`src/rtl/bwb_pkg.sv`:
```
package bwb_pkg;
   typedef enum logic [1:0] {
      CW_CTRL = 2'd0,
      CW_TX   = 2'd1,
      CW_RX   = 2'd2
   } cword_e;

   localparam int HA_HCTL = 0;
   localparam int HA_HSTS = 1;
   localparam int HA_HCMD = 2;
endpackage

```
`src/rtl/bwb_h2c.sv`:
```
module bwb_h2c #(
   parameter int BYTE_W = 8,
   parameter int BYTES  = 3,
   localparam int WORD_W = BYTE_W * BYTES,
   localparam int LW     = (BYTES > 1) ? $clog2(BYTES) : 1
) (
   input  logic              clk,
   input  logic              rst_n,
   input  logic              clr,
   input  logic              wr_en,
   input  logic [LW-1:0]     wr_lane,
   input  logic [BYTE_W-1:0] wr_byte,
   input  logic              take,
   output logic [WORD_W-1:0] rx_word,
   output logic              rx_full,
   output logic              pend
);
   logic [WORD_W-1:0] word_cur;
   logic [WORD_W-1:0] commit_word;
   logic              commit;

   assign commit = wr_en && !pend && (wr_lane == '0);

   for (genvar g = 0; g < BYTES; g++) begin : g_lane
      logic [BYTE_W-1:0] byte_q;
      always_ff @(posedge clk or negedge rst_n) begin
         if (!rst_n)                                       byte_q <= '0;
         else if (clr)                                     byte_q <= '0;
         else if (wr_en && !pend && wr_lane == LW'(g))     byte_q <= wr_byte;
      end
      assign word_cur[g*BYTE_W +: BYTE_W] = byte_q;
   end

   always_comb begin
      commit_word               = word_cur;
      commit_word[BYTE_W-1:0]   = wr_byte;
   end

   always_ff @(posedge clk or negedge rst_n) begin
      if (!rst_n) begin
         rx_word <= '0;
         rx_full <= 1'b0;
         pend    <= 1'b0;
      end else if (clr) begin
         rx_word <= '0;
         rx_full <= 1'b0;
         pend    <= 1'b0;
      end else if (commit) begin
         if (!rx_full || take) begin
            rx_word <= commit_word;
            rx_full <= 1'b1;
         end else begin
            pend <= 1'b1;
         end
      end else if (take && rx_full) begin
         if (pend) begin
            rx_word <= word_cur;
            pend    <= 1'b0;
         end else begin
            rx_full <= 1'b0;
         end
      end
   end
endmodule

```
`src/rtl/bwb_c2h.sv`:
```
module bwb_c2h #(
   parameter int BYTE_W = 8,
   parameter int BYTES  = 3,
   localparam int WORD_W = BYTE_W * BYTES,
   localparam int LW     = (BYTES > 1) ? $clog2(BYTES) : 1
) (
   input  logic              clk,
   input  logic              rst_n,
   input  logic              clr,
   input  logic              load,
   input  logic [WORD_W-1:0] load_word,
   input  logic              rd_en,
   input  logic [LW-1:0]     rd_lane,
   output logic [BYTE_W-1:0] rd_byte,
   output logic              hfull,
   output logic              tx_full
);
   logic [WORD_W-1:0] hword_q;
   logic [WORD_W-1:0] tx_word_q;
   logic              drain;
   logic              accept;

   assign drain  = rd_en && (rd_lane == '0) && hfull;
   assign accept = load && !tx_full;

   always_comb begin
      rd_byte = '0;
      for (int k = 0; k < BYTES; k++) begin
         if (rd_lane == LW'(k)) rd_byte = hword_q[k*BYTE_W +: BYTE_W];
      end
   end

   always_ff @(posedge clk or negedge rst_n) begin
      if (!rst_n) begin
         hword_q   <= '0;
         tx_word_q <= '0;
         hfull     <= 1'b0;
         tx_full   <= 1'b0;
      end else if (clr) begin
         hword_q   <= '0;
         tx_word_q <= '0;
         hfull     <= 1'b0;
         tx_full   <= 1'b0;
      end else if (accept) begin
         if (!hfull || drain) begin
            hword_q <= load_word;
            hfull   <= 1'b1;
         end else begin
            tx_word_q <= load_word;
            tx_full   <= 1'b1;
         end
      end else if (drain) begin
         if (tx_full) begin
            hword_q <= tx_word_q;
            tx_full <= 1'b0;
         end else begin
            hfull <= 1'b0;
         end
      end
   end
endmodule

```
`src/rtl/byte_word_bridge.sv`:
```
module byte_word_bridge
   import bwb_pkg::*;
#(
   parameter int BYTE_W  = 8,
   parameter int BYTES   = 3,
   parameter int HADDR_W = 3,
   localparam int WORD_W   = BYTE_W * BYTES,
   localparam int LW       = (BYTES > 1) ? $clog2(BYTES) : 1,
   localparam int TOP_ADDR = (1 << HADDR_W) - 1,
   localparam int DATA_BASE = (1 << HADDR_W) - BYTES
) (
   input  logic               clk,
   input  logic               rst_n,
   input  logic               h_en,
   input  logic               h_rw,
   input  logic [HADDR_W-1:0] h_addr,
   input  logic               h_ack,
   input  logic [BYTE_W-1:0]  h_wdata,
   output logic [BYTE_W-1:0]  h_rdata,
   output logic               h_oe,
   output logic               h_req,
   input  logic               c_sel,
   input  logic               c_we,
   input  logic [1:0]         c_addr,
   input  logic [WORD_W-1:0]  c_wdata,
   output logic [WORD_W-1:0]  c_rdata,
   output logic               c_irq
);
   if (BYTES < 1 || BYTES > (1 << HADDR_W) - 3) begin : g_bad_bytes
      $error("BYTES must leave room for three control locations");
   end
   if (BYTE_W < 3 || WORD_W < 6) begin : g_bad_width
      $error("BYTE_W too narrow for control and status fields");
   end

   logic          port_en, rie, tie, cmd_q;
   logic [1:0]    hctl_q;
   logic [LW-1:0] wr_ptr_q, rd_ptr_q;
   logic          acc, in_data, clr;
   logic [LW-1:0] addr_lane, lane_w, lane_r;
   logic          hw_dat, hr_dat, hr_low;
   logic          hw_ctl, hw_cmd;
   logic          c_wr_ctrl, load, take;
   logic [WORD_W-1:0] rx_word;
   logic          rx_full, pend, hfull, tx_full;
   logic [BYTE_W-1:0] rd_byte;

   assign clr       = !port_en;
   assign acc       = port_en && h_en;
   assign in_data   = (int'(h_addr) >= DATA_BASE);
   assign addr_lane = LW'(HADDR_W'(TOP_ADDR) - h_addr);
   assign lane_w    = h_ack ? wr_ptr_q : addr_lane;
   assign lane_r    = h_ack ? rd_ptr_q : addr_lane;
   assign hw_dat    = acc && !h_rw && (h_ack || in_data);
   assign hr_dat    = acc &&  h_rw && (h_ack || in_data);
   assign hr_low    = hr_dat && (lane_r == '0);
   assign hw_ctl    = acc && !h_rw && !h_ack && (int'(h_addr) == HA_HCTL);
   assign hw_cmd    = acc && !h_rw && !h_ack && (int'(h_addr) == HA_HCMD);

   assign c_wr_ctrl = c_sel && c_we && (c_addr == CW_CTRL);
   assign load      = port_en && c_sel &&  c_we && (c_addr == CW_TX);
   assign take      = port_en && c_sel && !c_we && (c_addr == CW_RX);

   function automatic logic [LW-1:0] step_down(input logic [LW-1:0] p);
      return (p == '0) ? LW'(BYTES - 1) : p - 1'b1;
   endfunction

   always_ff @(posedge clk or negedge rst_n) begin
      if (!rst_n) begin
         port_en <= 1'b0;
         rie     <= 1'b0;
         tie     <= 1'b0;
      end else if (c_wr_ctrl) begin
         port_en <= c_wdata[0];
         rie     <= c_wdata[1];
         tie     <= c_wdata[2];
      end
   end

   always_ff @(posedge clk or negedge rst_n) begin
      if (!rst_n) begin
         hctl_q   <= '0;
         cmd_q    <= 1'b0;
         wr_ptr_q <= LW'(BYTES - 1);
         rd_ptr_q <= LW'(BYTES - 1);
      end else if (clr) begin
         hctl_q   <= '0;
         cmd_q    <= 1'b0;
         wr_ptr_q <= LW'(BYTES - 1);
         rd_ptr_q <= LW'(BYTES - 1);
      end else begin
         if (hw_ctl) hctl_q <= h_wdata[1:0];
         if (hw_cmd && h_wdata[0])          cmd_q <= 1'b1;
         else if (c_wr_ctrl && c_wdata[3])  cmd_q <= 1'b0;
         if (hw_dat && h_ack) wr_ptr_q <= step_down(wr_ptr_q);
         if (hr_dat && h_ack) rd_ptr_q <= step_down(rd_ptr_q);
      end
   end

   bwb_h2c #(.BYTE_W(BYTE_W), .BYTES(BYTES)) u_h2c (
      .clk(clk), .rst_n(rst_n), .clr(clr),
      .wr_en(hw_dat), .wr_lane(lane_w), .wr_byte(h_wdata),
      .take(take), .rx_word(rx_word), .rx_full(rx_full), .pend(pend)
   );

   bwb_c2h #(.BYTE_W(BYTE_W), .BYTES(BYTES)) u_c2h (
      .clk(clk), .rst_n(rst_n), .clr(clr),
      .load(load), .load_word(c_wdata),
      .rd_en(hr_dat), .rd_lane(lane_r), .rd_byte(rd_byte),
      .hfull(hfull), .tx_full(tx_full)
   );

   always_comb begin
      h_rdata = '0;
      if (hr_dat)                             h_rdata = rd_byte;
      else if (int'(h_addr) == HA_HCTL)       h_rdata = {{(BYTE_W-2){1'b0}}, hctl_q};
      else if (int'(h_addr) == HA_HSTS)       h_rdata = {{(BYTE_W-3){1'b0}}, cmd_q, !pend, hfull};
   end

   assign h_oe  = acc && h_rw;
   assign h_req = port_en && ((hctl_q[0] && hfull) || (hctl_q[1] && !pend));

   always_comb begin
      c_rdata = '0;
      if (c_addr == CW_CTRL)
         c_rdata = {{(WORD_W-6){1'b0}}, !tx_full, rx_full, cmd_q, tie, rie, port_en};
      else if (c_addr == CW_RX)
         c_rdata = rx_word;
   end

   assign c_irq = port_en && (cmd_q || (rie && rx_full) || (tie && !tx_full));
endmodule

```
`config.mk`:
```
export PLATFORM = sky130hd
export DESIGN_NAME = byte_word_bridge
export DESIGN_NICKNAME = d
export VERILOG_FILES = /design/src/rtl/bwb_pkg.sv /design/src/rtl/bwb_h2c.sv /design/src/rtl/bwb_c2h.sv /design/src/rtl/byte_word_bridge.sv
export SDC_FILE = /design/constraint.sdc
export NUM_CORES = 1
export LEC_CHECK = 0
export BUFFER_PORTS_ARGS = -buffer_cell sky130_fd_sc_hd__buf_2
export CAP_MARGIN = 30
export CORE_MARGIN = 2
export CORE_UTILIZATION = 60
export CTS_BUF_LIST = sky130_fd_sc_hd__clkbuf_16
export CTS_CLUSTER_SIZE = 14
export DETAILED_ROUTE_END_ITERATION = 7
export PLACE_DENSITY_LB_ADDON = 0.08
export SKIP_CTS_REPAIR_TIMING = 1
export SYNTH_ARGS = -nofsm -noshare
export SYNTH_HDL_FRONTEND = slang
export SYNTH_SLANG_ARGS = --single-unit
```
`constraint.sdc`:
```
create_clock -name clk -period 2.7 [get_ports clk]
set_clock_uncertainty 0.2 [all_clocks]
set_input_delay 0.27 -clock clk [delete_from_list [all_inputs] [get_ports clk]]
set_output_delay 0.27 -clock clk [all_outputs]
set_load 0.1 [all_outputs]
```
* Yosys cells after proc, flatten, opt, wreduce, memory -nomap -nowiden
Cells that the tools add are included.
Widths: inputs -> output; s select.
** Word-level totals
- Register bits after elaboration :: 110
- Bits of input ports :: 44
- Output and inout port bits :: 35
- Logic and storage cells :: 165
** Cells by class
- Add/subtract/negate cells :: 3
- $lt $le $gt $ge :: 1
- Equal/unequal tests :: 27
- Multiplexer cells :: 58
- Reductions and logical operators :: 59
** Operators with widths (count)
- $mux 24 :: 15
- $mux 8 :: 10
- $logic_and 1x1->1 :: 33
- $mux 1 :: 21
- $mux 2 :: 10
- $ne 3x3->1 const B :: 6
- $ne 3x1->1 const B :: 5
- $ne 2x1->1 const B :: 7
- $reduce_and 3->1 :: 4
- $logic_not 2->1 :: 5
- $logic_not 1->1 :: 7
- $eq 2x1->1 const B :: 3
- $eq 2x2->1 const B :: 3
- $logic_or 1x1->1 :: 6
- $mux 3 :: 2
- $reduce_and 2->1 :: 3
- $sub 2x1->2 const B :: 2
- $eq 3x2->1 const B :: 1
- $eq 3x3->1 const B :: 1
- $ge 3x3->1 const B :: 1
- $logic_not 3->1 :: 1
- $ne 2x2->1 const B :: 1
- $sub 2x2->2 const A :: 1

* Logic depth before layout (Yosys ltp)
Gate-level depths: netlist of the first run.
- Depth in word-level cells :: 9
- Depth in mapped cells :: 8
- Depth with buffers taken out :: 5

* By module
From an unflattened synthesis of the first run, not the netlist that was laid out.
** Unflattened totals
- Cell total of the unflattened synthesis :: 571
- Area total of the unflattened synthesis :: 5763.0 um2
** By module, submodules not included
- bwb_c2h :: times used 1, cells each 254, area each 2464.9 um2, sequential area each 1251.2 um2
- bwb_h2c :: times used 1, cells each 196, area each 2322.2 um2, sequential area each 1251.2 um2
- byte_word_bridge :: times used 1, cells each 121, area each 975.9 um2, sequential area each 252.7 um2

* Worst setup path after synthesis of the first run
Ideal clock, no wire load.
- Kind :: reg-to-output
- Start :: register port_en
- End :: output h_rdata[1]
- Arrival time :: 4.114 ns
- Setup slack :: -1.884 ns
- Cell stages (with the launch flop) :: 5
- Buffers on the path :: 1
- Cell sequence :: dfrtp_1 and3_1 clkbuf_1 o21ai_1 o21ai_0
** Between the ends
- Word-level cells in the longest chain between the ends :: 4
** RTL lines
- from (decl) :: RTL line byte_word_bridge.sv:36 : logic port_en, rie, tie, cmd_q;
- from (signal assigned) :: RTL line byte_word_bridge.sv:74 : port_en <= c_wdata[0];
- $logic_and 1x1->1 :: RTL line byte_word_bridge.sv:49 : assign acc = port_en && h_en;
- $logic_and 1x1->1
- net h_oe :: RTL line byte_word_bridge.sv:20 : output logic h_oe,
- $logic_and 1x1->1 :: RTL line byte_word_bridge.sv:55 : assign hr_dat = acc && h_rw && (h_ack || in_data);
- $mux 8 :: RTL line byte_word_bridge.sv:115 : if (hr_dat) h_rdata = rd_byte;
- to (decl) :: RTL line byte_word_bridge.sv:19 : output logic [BYTE_W-1:0] h_rdata,
The timed path passes the listed nets, and every way through them passes these cells.

* Final worst setup path of the first run
- Start :: register rd_ptr_q[0]
- End :: output h_rdata[1]
** Between the ends
- Word-level cells in the longest chain between the ends :: 6
- Elaborated cells between the ends (all ways) :: 8
** RTL lines
- from (decl) :: RTL line byte_word_bridge.sv:38 : logic [LW-1:0] wr_ptr_q, rd_ptr_q;
- from (signal assigned) :: RTL line byte_word_bridge.sv:85 : rd_ptr_q <= LW'(BYTES - 1);
- from (signal assigned) :: RTL line byte_word_bridge.sv:90 : rd_ptr_q <= LW'(BYTES - 1);
- from (signal assigned) :: RTL line byte_word_bridge.sv:96 : if (hr_dat && h_ack) rd_ptr_q <= step_down(rd_ptr_q);
- $mux 2 * :: RTL line byte_word_bridge.sv:53 : assign lane_r = h_ack ? rd_ptr_q : addr_lane;
- $logic_not 2->1 :: RTL line bwb_c2h.sv:29 : if (rd_lane == LW'(k)) rd_byte = hword_q[k*BYTE_W +: BYTE_W];
- $mux 8 (2 in a row) :: RTL line bwb_c2h.sv:29
- $mux 8 * :: RTL line bwb_c2h.sv:29
- $mux 8 * :: RTL line byte_word_bridge.sv:115
Mark *: on every way between the ends. The rest lies on a longest branch, timed or not.

==> flow_summary_export.csv, run 1 <==
group,metric,value,unit
global_routing,grt_pass1_vias,4425,
global_routing,overflow,0,
logic_synthesis,ys.flop_type,"dfrtp_1",
place,gp_congestion,0.841,
timing,fin_crit_sh,94.9,%
floorplan,dieArea,10100,um2
logic_synthesis,ys_seq_elements,110,
detailed_routing,vias,4712,
final_layout,layout_commonest_cell,"nand2_1",
timing,post-route-min-period,2.56,ns
setup_path,path_max_fanout,8,
floorplan,initial_core_util,61.2,%
timing,max_freq,0.390,GHz
place,hpwl,9220,um
global_routing,grt_max_degree,55,
power,power_density,547,nW/um2
final_layout,layout_common_cells,"nand2_1, dfrtp_1, buf_2",
floorplan,ios,79,
outcome,violations,"hold timing",
setup_path,worstPathRequired,2.23,ns
worst_hold_path,holdCritPathClass,"in -> reg",
timing,setup_viol,0,
detailed_routing,drt-initial-drc-count,271,
timing,hold_slack,-0.0368,ns
global_routing,antenna_found_initial,0,
clock_tree,clkTransAtPathRegs,0.08,ns
global_routing,grt_pass1_wl,22000,um
logic_synthesis,synth.avg_cell_area,9.12,um2
detailed_routing,drcViolationCount,0,
power,vdd_drop_max,316,uV
logic_synthesis,synthCells,614,
floorplan,core_area,9150,um2
logic_synthesis,synth_area,5600,um2
floorplan,fp-row-count,35,
final_layout,drive_gt1_share,22.4,%
job,drv_cap,0,
clock_tree,cts_htree_levels,3,
clock_tree,cts_made_buffers,9,
clock_tree,clkLatencyLatePin,0.35,ns
setup_path,worstPathArrival,2.09,ns
global_routing,grt_usage,27.7,%
setup_path,slowest_delay,0.39,ns
final_layout,final_nets,741,
detailed_routing,drtAntennaViolNets,0,
logic_synthesis,yosys_warnings,0,
floorplan,fp.dieW,101,um
clock_tree,cts-root-buf,"clkbuf_16",
floorplan,die_h,101,um
detailed_routing,totalWireLength,13700,um
setup_path,crit_type,"reg -> out",
place,port_buffers,78,
clock_tree,clock_path_buffers,2,
timing,hold_violations,5,
timing,rsz0062_at_grt,"false",
setup_path,crit_path_top_delay_cell,"dfrtp_1",
place,dpl-instance-area,6170,um2
clock_tree,cts_sinks,110,
final_layout,diodes,0,
final_layout,syn2layout_area_growth,19.5,%
timing,slew_headroom,52.6,%
clock_tree,cts_tree,"done",
timing,finalWorstSetupSlack,0.136,ns
setup_path,worstSetupStartpointType,"flop",
logic_synthesis,synth.distinct_cells,50,
place,pre_cts_ws,0.299,ns
final_layout,final_cell_area,6690,um2
setup_path,end_kind,"primary output",
outcome,status,"finished, violations left",
detailed_routing,firstDrtPassIters,5,
logic_synthesis,yosysSeqAreaShare,49.2,%
power,leakage,3.20,nW
setup_path,cp_cell_sequence,"nand2b_1 > and2_1 > mux2i_1 > a2bb2oi_1 > o21ai_4 > buf_12",
timing,setup-tns-final,0,ns
final_layout,instances_no_fill,811,
detailed_routing,avgRoutedWirePerCell,16.9,um
logic_synthesis,async_reset_ff_share,100,%
place,place_inst,774,
logic_synthesis,mappedNetlistNets,660,
timing,drv_slew,0,
timing,tightestPinTransition,0.711,ns
detailed_routing,vias_per_cell,5.81,
logic_synthesis,synth_edf_count,0,
registers in the layout, summed over array words and instances, names as in the netlist:
register / cells
u_c2h.hword_q: 24
port_en: 1
tie: 1
u_c2h.tx_word_q: 24
u_h2c.g_lane.byte_q: 24
u_h2c.rx_word: 24
hctl_q: 2
u_c2h.tx_full: 1
cmd_q: 1
u_c2h.hfull: 1
rd_ptr_q: 2
u_h2c.rx_full: 1
u_h2c.pend: 1
wr_ptr_q: 2
rie: 1
cell usage after synthesis (all sizes together) (2+ instances only):
| cell type | count | area share [%] |
|---|---|---|
| ha | 2 | 0.45 |
| buf | 28 | 3.5 |
| nand2 | 130 | 8.7 |
| a21o | 2 | 0.27 |
| mux2 | 3 | 0.60 |
| nor2b | 4 | 0.58 |
| nand3b | 3 | 0.40 |
| nor3b | 4 | 0.72 |
| a221o | 8 | 1.4 |
| inv | 6 | 0.40 |
| dfrtp | 108 | 48 |
| nand3 | 36 | 3.6 |
| a221oi | 2 | 0.42 |
| nor3 | 3 | 0.36 |
| o21ai | 74 | 7.8 |
| clkbuf | 15 | 1.0 |
| and2 | 19 | 2.1 |
| a21oi | 40 | 3.8 |
| a2bb2oi | 6 | 0.94 |
| dfstp | 2 | 0.94 |
| o21a | 2 | 0.29 |
| nand2b | 4 | 0.45 |
| nor2 | 61 | 4.1 |
| a22oi | 4 | 0.78 |
| o22ai | 2 | 0.22 |
| mux2i | 33 | 5.9 |
| and3 | 4 | 0.45 |
kinds of logic (layout without fill, tap and decap cells):
group,after synthesis,in the layout,synth area share (%)
AO/OA/AOI/OAI,143,143,16.4
adder cells (fa/ha/maj),2,2,0.447
buffers and inverters,49,135,4.92
flip-flops,110,110,49.2
multiplexers,36,36,6.50
AND/OR/NAND/NOR,274,274,22.6
routing by layer:
metal | track usage, % | routed length [um] | up-vias
met5 | 0 | 0 | -
met4 | 6.22 | 172 | 0
met3 | 4.79 | 816 | 21
met2 | 41.2 | 6290 | 155
met1 | 42.8 | 6410 | 2275
li1 | - | - | 2261
final timing paths:
check                                                    from                             end  slack, ns  depth (start not counted)
worst max register to register            port_en$_DFFE_PN0P_    u_h2c.rx_word[8]$_DFFE_PN0P_       0.54                          6
worst min-delay path                               c_wdata[5]  u_c2h.tx_word_q[5]$_DFFE_PN0P_      -0.04                          3
worst min register to register  u_c2h.hword_q[12]$_DFFE_PN0P_   u_c2h.hword_q[12]$_DFFE_PN0P_       0.29                          2
max in group asynchronous                               rst_n         wr_ptr_q[1]$_DFFE_PN1P_       1.20                          3
worst max-delay path                  rd_ptr_q[0]$_DFFE_PN0P_                      h_rdata[1]       0.14                          6
min in group asynchronous                               rst_n   u_c2h.hword_q[20]$_DFFE_PN0P_       0.31                          2
worst max-delay path: cells and delay by family, from the launching register on:
kind	cells	cell delay [ns]
AND/OR/NAND/NOR	2	0.53
flip-flops	1	0.39
multiplexers	1	0.28
AO/OA/AOI/OAI	2	0.39
buffers and inverters	1	0.17
metrics by stage:
step | power [mW] | util [%] | hold slack [ns]
detailed placement | 2.27 | 67.4 | 0.165
finish | 3.66 | 73.1 | -0.0368
CTS | 3.65 | 70.8 | -0.206
global route | 3.79 | 73.1 | -0.00347
floorplan | 2.10 | - | -0.226
global placement | 2.26 | 67.4 | 0.170
report_power, final:
group	leakage (nW)	switching [mW]	total [mW]	internal, mW
sequential	1.52	0.0404	1.72	1.68
clock	0.156	0.649	1.39	0.745
combinational	1.53	0.384	0.542	0.158
layout make-up:
class                   count  area [um2]
multi-input cells         455        2610
inverters                   6        22.5
clock inverters             7        86.3
fillers                   730        2460
flip-flops and latches    110        2760
clock buffers               9         225
well taps                 111         139
repair buffers            113         853
(Power assumes the default switching activity.)
==> run 2: changes to the inputs <==
--- a/config.mk
+++ b/config.mk
@@ -8,11 +8,12 @@
 export BUFFER_PORTS_ARGS = -buffer_cell sky130_fd_sc_hd__buf_2
 export CAP_MARGIN = 30
 export CORE_MARGIN = 2
-export CORE_UTILIZATION = 60
+export CORE_UTILIZATION = 30
 export CTS_BUF_LIST = sky130_fd_sc_hd__clkbuf_16
 export CTS_CLUSTER_SIZE = 14
 export DETAILED_ROUTE_END_ITERATION = 7
 export PLACE_DENSITY_LB_ADDON = 0.08
+export SETUP_SLACK_MARGIN = 0.3
 export SKIP_CTS_REPAIR_TIMING = 1
 export SYNTH_ARGS = -nofsm -noshare
 export SYNTH_HDL_FRONTEND = slang
==> run 2 against run 1 <==
  * The flow still finishes with violations (hold timing)
  * Via count down 2.2%
  * Final cell count up 16%
  * Setup slack better by 0.15 ns
  * Worst hold slack better by 0.013 ns
  * Sequential cell count unchanged
  * Clock power about the same
==> flow_summary_export.csv, run 2 (synthesized netlist as in run 1, its figures left out) <==
group,metric,value,unit
outcome,status,"finished, violations left",
outcome,violations,"hold timing",
setup_path,slowest_delay,0.58,ns
global_routing,overflow,0,
clock_tree,cts_tree,"done",
timing,slew_headroom,42.9,%
place,port_buffers,78,
power,p_clk_share,37.1,%
detailed_routing,drcViolationCount,0,
setup_path,r2r_setup_slack,0.62,ns
timing,setup_viol,0,
detailed_routing,routed.top_layer,"met4",
timing,drv_slew,0,
setup_path,cp_num_buf_inv,2,
timing,rsz0062_at_grt,"true",
clock_tree,cts_htree_levels,3,
final_layout,layout_commonest_cell,"nand2_1",
clock_tree,cts_sinks,110,
power,p_comb_share,16.1,%
setup_path,cp_cell_sequence,"inv_4 > a221oi_4 > a22oi_2 > a21oi_2 > a41o_4 > buf_12",
floorplan,core_area,18100,um2
floorplan,ios,79,
detailed_routing,drtAntennaViolNets,0,
global_routing,grt_max_degree,62,
final_layout,final_nets,750,
floorplan,fp-row-count,49,
clock_tree,cts-root-buf,"clkbuf_16",
clock_tree,cts_made_buffers,9,
clock_tree,clkLatencyLatePin,0.36,ns
setup_path,path_delay_family,"compound AO/OA/AOI/OAI gates",
place,place_inst,895,
detailed_routing,wl_met3,478,um
global_routing,grt_pass1_vias,4383,
job,drv_cap,0,
timing,post-route-min-period,2.41,ns
floorplan,die_h,141,um
detailed_routing,drt-initial-drc-count,319,
timing,setup-tns-final,0,ns
worst_hold_path,holdCritPathClass,"in -> reg",
timing,hold_slack,-0.0234,ns
floorplan,fp.dieW,141,um
final_layout,fin_util,38.9,%
place,gp_congestion,0.782,
detailed_routing,firstDrtPassIters,4,
timing,tightestPinTransition,0.857,ns
detailed_routing,vias,4607,
power,internal_power,2.53,mW
detailed_routing,totalWireLength,15600,um
final_layout,layout_common_cells,"nand2_1, dfrtp_1, buf_2",
power,power_density,522,nW/um2
power,p_seq_share,46.7,%
detailed_routing,wl_met2,6550,um
detailed_routing,avgRoutedWirePerCell,16.6,um
place,hpwl,10900,um
floorplan,dieArea,19800,um2
timing,max_freq,0.415,GHz
setup_path,worstSetupStartpointType,"flop",
setup_path,worstPathArrival,1.94,ns
setup_path,path_max_fanout,4,
power,leakage,3.25,nW
setup_path,crit_type,"reg -> out",
setup_path,worstPathRequired,2.23,ns
final_layout,drive_gt1_share,24.3,%
global_routing,antenna_found_initial,0,
timing,hold_violations,3,
power,vdd_drop_max,282,uV
global_routing,grt_usage,16.1,%
final_layout,syn2layout_area_growth,26.2,%
detailed_routing,vias_per_cell,4.91,
power,swShare,31.4,%
floorplan,initial_core_util,30.8,%
detailed_routing,met1_length,8330,um
clock_tree,clock_path_buffers,2,
setup_path,crit_path_top_delay_cell,"dfstp_2",
timing,fin_crit_sh,89.2,%
clock_tree,clkTransAtPathRegs,0.07,ns
final_layout,instances_no_fill,938,
power,p_sw,1.16,mW
final_layout,diodes,0,
global_routing,grt_pass1_wl,25000,um
setup_path,end_kind,"primary output",
-- run 2: changes by cell type in the layout (fill, tap and decap cells not counted), moves of 3 or more --
cell	before	now
nor2_4	0	6
clkinv_8	0	3
nor2_2	7	3
dlygate4sd3_1	21	27
-- run 2: worst paths after layout --
check / endpoint / startpoint / cells past startpoint
setup / recovery: h_rdata[2] / rd_ptr_q[1]$_DFFE_PN1P_ / 6
hold / removal: u_c2h.tx_word_q[16]$_DFFE_PN0P_ / c_wdata[16] / 3
setup reg to reg: u_h2c.g_lane[1].byte_q[7]$_DFFE_PN0P_ / u_h2c.pend$_DFFE_PN0P_ / 4
hold reg to reg: u_c2h.hword_q[1]$_DFFE_PN0P_ / u_c2h.hword_q[1]$_DFFE_PN0P_ / 2
max in group asynchronous: u_h2c.rx_word[11]$_DFFE_PN0P_ / rst_n / 3
min in group asynchronous: u_c2h.hword_q[20]$_DFFE_PN0P_ / rst_n / 2
-- run 2: layer usage --
layer | vias up | GRT usage (%)
li1 | 2283 | -
met1 | 2226 | 25.3
met2 | 80 | 22.3
met3 | 18 | 2.58
met4 | 0 | 5.05
met5 | - | 0
-- run 2: metrics by stage --
stage / instance area (um2) / total power, mW / setup slack, ns / hold WS, ns
2_1_floorplan: 5680 / 2.11 / 0.220 / -0.226
3_3_place_gp: 6420 / 2.31 / 0.374 / 0.231
3_5_place_dp: 6420 / 2.31 / 0.297 / 0.232
4_1_cts: 6730 / 3.70 / 0.0127 / -0.156
5_1_grt: 7060 / 3.86 / 0.212 / 0.00564
6_report: 7060 / 3.69 / 0.291 / -0.0234
-- run 2: power groups by stage --
stage	registers, mW	clock network, mW	logic [mW]
6_report	1.72	1.37	0.595
5_1_grt	1.73	1.49	0.648
4_1_cts	1.72	1.42	0.558
3_5_place_dp	1.75	0	0.557
3_3_place_gp	1.75	0	0.554
2_1_floorplan	1.73	0	0.375
-- run 2: final cells by class --
type	instances	area, um2
Clock buffer	9	225
Multi-Input combinational cell	455	2710
Tap cell	229	287
Sequential cell	110	2760
Clock inverter	7	86.3
Inverter	6	25.0
Fill cell	1830	11100
Timing Repair Buffer	122	971
-- run 2: tightest hold or removal path: stages --
cell	delay, ns
buf_2	0.11
nand2_1	0.05
o21ai_0	0.06
==> run 3: changes to the inputs <==
--- a/config.mk
+++ b/config.mk
@@ -17,4 +17,5 @@
 export SKIP_CTS_REPAIR_TIMING = 1
 export SYNTH_ARGS = -nofsm -noshare
 export SYNTH_HDL_FRONTEND = slang
+export SYNTH_HIERARCHICAL = 1
 export SYNTH_SLANG_ARGS = --single-unit
==> run 3 against run 2 <==
  * The run still ends with hold timing left
  * Cell area grew 3.4%
  * Wire length decreased by 3.3%
  * Non-clock buffer count grew 9
  * Die area grew 2.9%
  * Register-to-register slack got worse by 0.16 ns
  * Area after synthesis up 3.0%
  * Critical path type unchanged
  * Largest power group unchanged
==> flow_summary_export.csv, run 3 <==
group,metric,value,unit
final_layout,final_nets,716,
final_layout,layout_common_cells,"dfrtp_1, nand2_1, mux2i_1",
timing,post-route-min-period,2.38,ns
place,port_buffers,78,
setup_path,worstPathRequired,2.23,ns
setup_path,crit_end,"h_rdata[0]",
timing,max_freq,0.419,GHz
final_layout,diodes,0,
setup_path,worstReg2RegEnd,"u_h2c/rx_word[3]$_DFFE_PN0P_",
clock_tree,cts_made_buffers,9,
power,p_clk_share,36.8,%
timing,slew_headroom,36.5,%
logic_synthesis,synth_simple_gate_area_share,20.4,%
logic_synthesis,yosys_warnings,6,
timing,rsz0062_at_grt,"true",
logic_synthesis,yosys.area_share.xor_xnor,0,%
worst_hold_path,holdCritPathClass,"in -> reg",
setup_path,end_kind,"primary output",
floorplan,core_area,18800,um2
floorplan,fp.dieW,143,um
global_routing,grt_pass1_vias,4269,
timing,drv_slew,0,
detailed_routing,drt-initial-drc-count,266,
logic_synthesis,mappedNetlistNets,617,
logic_synthesis,synth.distinct_cells,45,
logic_synthesis,netlist.area_leader.share,46.9,%
setup_path,r2r_cells,7,
final_layout,syn2layout_area_growth,26.7,%
logic_synthesis,yosysMostFrequentCell,"dfrtp_1",
logic_synthesis,synth_fa_ha_area_share,0.434,%
detailed_routing,totalWireLength,15100,um
power,power_density,519,nW/um2
global_routing,grt_pass1_wl,24100,um
timing,setup_viol,0,
clock_tree,cts_sinks,110,
logic_synthesis,yosysSeqAreaShare,47.8,%
global_routing,grt_max_degree,52,
power,vdd_drop_max,276,uV
power,internal_power,2.72,mW
setup_path,crit_path_top_delay_cell,"dfstp_2",
final_layout,layout_commonest_cell,"dfrtp_1",
clock_tree,clkLatencyLatePin,0.35,ns
power,p_seq_share,45.1,%
timing,setup-tns-final,0,ns
timing,hold_slack,-0.0328,ns
clock_tree,clock_path_buffers,2,
logic_synthesis,synth-compound-area-share,10.6,%
final_layout,drive_gt1_share,24.9,%
logic_synthesis,synth_top_area_cell,"dfrtp_1",
detailed_routing,firstDrtPassIters,4,
logic_synthesis,synth_area,5760,um2
place,place_inst,862,
clock_tree,cts_htree_levels,3,
floorplan,fp-row-count,50,
timing,tightestPinTransition,0.942,ns
floorplan,die_h,143,um
logic_synthesis,ys_seq_elements,110,
job,drv_cap,0,
timing,fin_crit_sh,88.3,%
detailed_routing,drtAntennaViolNets,0,
setup_path,crit_type,"reg -> out",
outcome,status,"finished, violations left",
global_routing,antenna_found_initial,0,
timing,hold_violations,2,
detailed_routing,vias,4374,
clock_tree,clkTransAtPathRegs,0.07,ns
setup_path,worstSetupStartpointType,"flop",
setup_path,cp_cell_sequence,"nand2_2 > o21ai_4 > nor2b_1 > buf_4 > nand2_1 > o21ai_1 > mux2_4 > buf_12",
place,hpwl,10300,um
logic_synthesis,synth_edf_count,0,
power,swShare,28.3,%
detailed_routing,avgRoutedWirePerCell,16.6,um
outcome,violations,"hold timing",
setup_path,path_max_fanout,8,
logic_synthesis,synth_mux_area_share,15.6,%
detailed_routing,vias_per_cell,4.82,
setup_path,crit_path_start,"rd_ptr_q[1]$_DFFE_PN1P_",
floorplan,ios,79,
setup_path,slowest_delay,0.56,ns
logic_synthesis,synth.avg_cell_area,10.1,um2
logic_synthesis,async_reset_ff_share,100,%
logic_synthesis,synthCells,571,
setup_path,r2r_setup_slack,0.46,ns
floorplan,dieArea,20300,um2
clock_tree,cts-root-buf,"clkbuf_16",
power,leakage,3.03,nW
setup_path,worstPathArrival,1.91,ns
global_routing,grt_usage,15.3,%
floorplan,initial_core_util,30.7,%
final_layout,instances_no_fill,908,
setup_path,worstReg2RegStart,"port_en$_DFFE_PN0N_",
logic_synthesis,yosys-top-cells-count,"dfrtp_1, nand2_1, mux2i_1",
clock_tree,cts_tree,"done",
detailed_routing,drcViolationCount,0,
place,gp_congestion,0.780,
logic_synthesis,synthTopCellsByArea,"dfrtp_1, mux2i_1, nand2_1",
global_routing,overflow,0,
power,p_comb_share,18.1,%
logic_synthesis,ys.flop_type,"dfrtp_1",
logic_synthesis,synth_top_family_by_area,"simple AND/OR/NAND/NOR gates",
power,p_sw,1.07,mW
[run 3: cell count changes after synthesis, sizes merged, moves of 8 or more]
cell / change
o21ai: -61
nor3: +16
o31ai: +24
nand2: -38
nand2b: +33
a2111oi: +8
a221o: -8
nor2: -23
nand3: -32
mux2i: +50
[run 3: metrics by stage]
stage / area (um2) / utilization (%) / hold WS (ns) / worst slack (ns) / power, mW
floorplan: 5770 / - / -0.226 / 0.137 / 2.16
global placement: 6470 / 34.5 / 0.0454 / 0.183 / 2.36
detailed placement: 6500 / 34.6 / 0.0477 / 0.217 / 2.37
CTS: 6810 / 36.3 / -0.337 / -0.0269 / 3.79
global route: 7300 / 38.9 / -0.000304 / 0.221 / 4.00
finish: 7300 / 38.9 / -0.0328 / 0.316 / 3.79
[run 3: how the worst min path moves through the flow]
stage                      from                         endpoint  slack, ns  cells after the start
floorplan                 rst_n                cmd_q$_DFFE_PN0P_      -0.23                      0
global placement          rst_n  u_c2h/tx_word_q[20]$_DFFE_PN0P_       0.05                      1
detailed placement        rst_n   u_c2h/tx_word_q[4]$_DFFE_PN0P_       0.05                      1
CTS                       rst_n   u_c2h/tx_word_q[4]$_DFFE_PN0P_      -0.34                      1
global route         c_wdata[3]   u_c2h/tx_word_q[3]$_DFFE_PN0P_    -0.0003                      3
finish              c_wdata[13]  u_c2h/tx_word_q[13]$_DFFE_PN0P_      -0.03                      3
[run 3: cell families (layout without fill, tap and decap cells)]
logic type | count (synthesis) | in the layout
AO/OA/AOI/OAI | 87 | 87
adder cells (fa/ha/maj) | 2 | 2
buffers and inverters | 50 | 153
flip-flops | 110 | 110
multiplexers | 88 | 88
AND/OR/NAND/NOR | 234 | 234
[run 3: metal layers]
layer	up-vias	part of all wire [%]	track usage [%]	routed length (um)
met5	-	0	0	0
met4	0	0.52	3.54	78
met3	4	5.0	3.40	758
met2	85	41	21.0	6170
met1	2128	53	24.2	8060
li1	2157	-	-	-
[run 3: layout make-up]
cell class | count | area [um2]
tap | 234 | 293
multi-input combinational | 411 | 2840
clock inverter | 6 | 80.1
sequential | 110 | 2760
inverter | 7 | 27.5
clock buffer | 9 | 225
fill | 1896 | 11500
timing repair buffer | 131 | 1090
[run 3: critical path: cells and delay by family (launching register included)]
family / cells / cell delay (ns)
and+or+nand+nor: 3 / 0.30
muxes: 1 / 0.19
buffers and inverters: 2 / 0.35
DFF: 1 / 0.56
AOI/OAI and AO/OA: 2 / 0.18
[run 3: power groups by stage]
| stage | clock, mW | combinational [mW] | sequential, mW |
|---|---|---|---|
| finish | 1.39 | 0.687 | 1.71 |
| global route | 1.53 | 0.750 | 1.72 |
| CTS | 1.45 | 0.626 | 1.71 |
| detailed placement | 0 | 0.626 | 1.74 |
| global placement | 0 | 0.619 | 1.74 |
| floorplan | 0 | 0.428 | 1.73 |
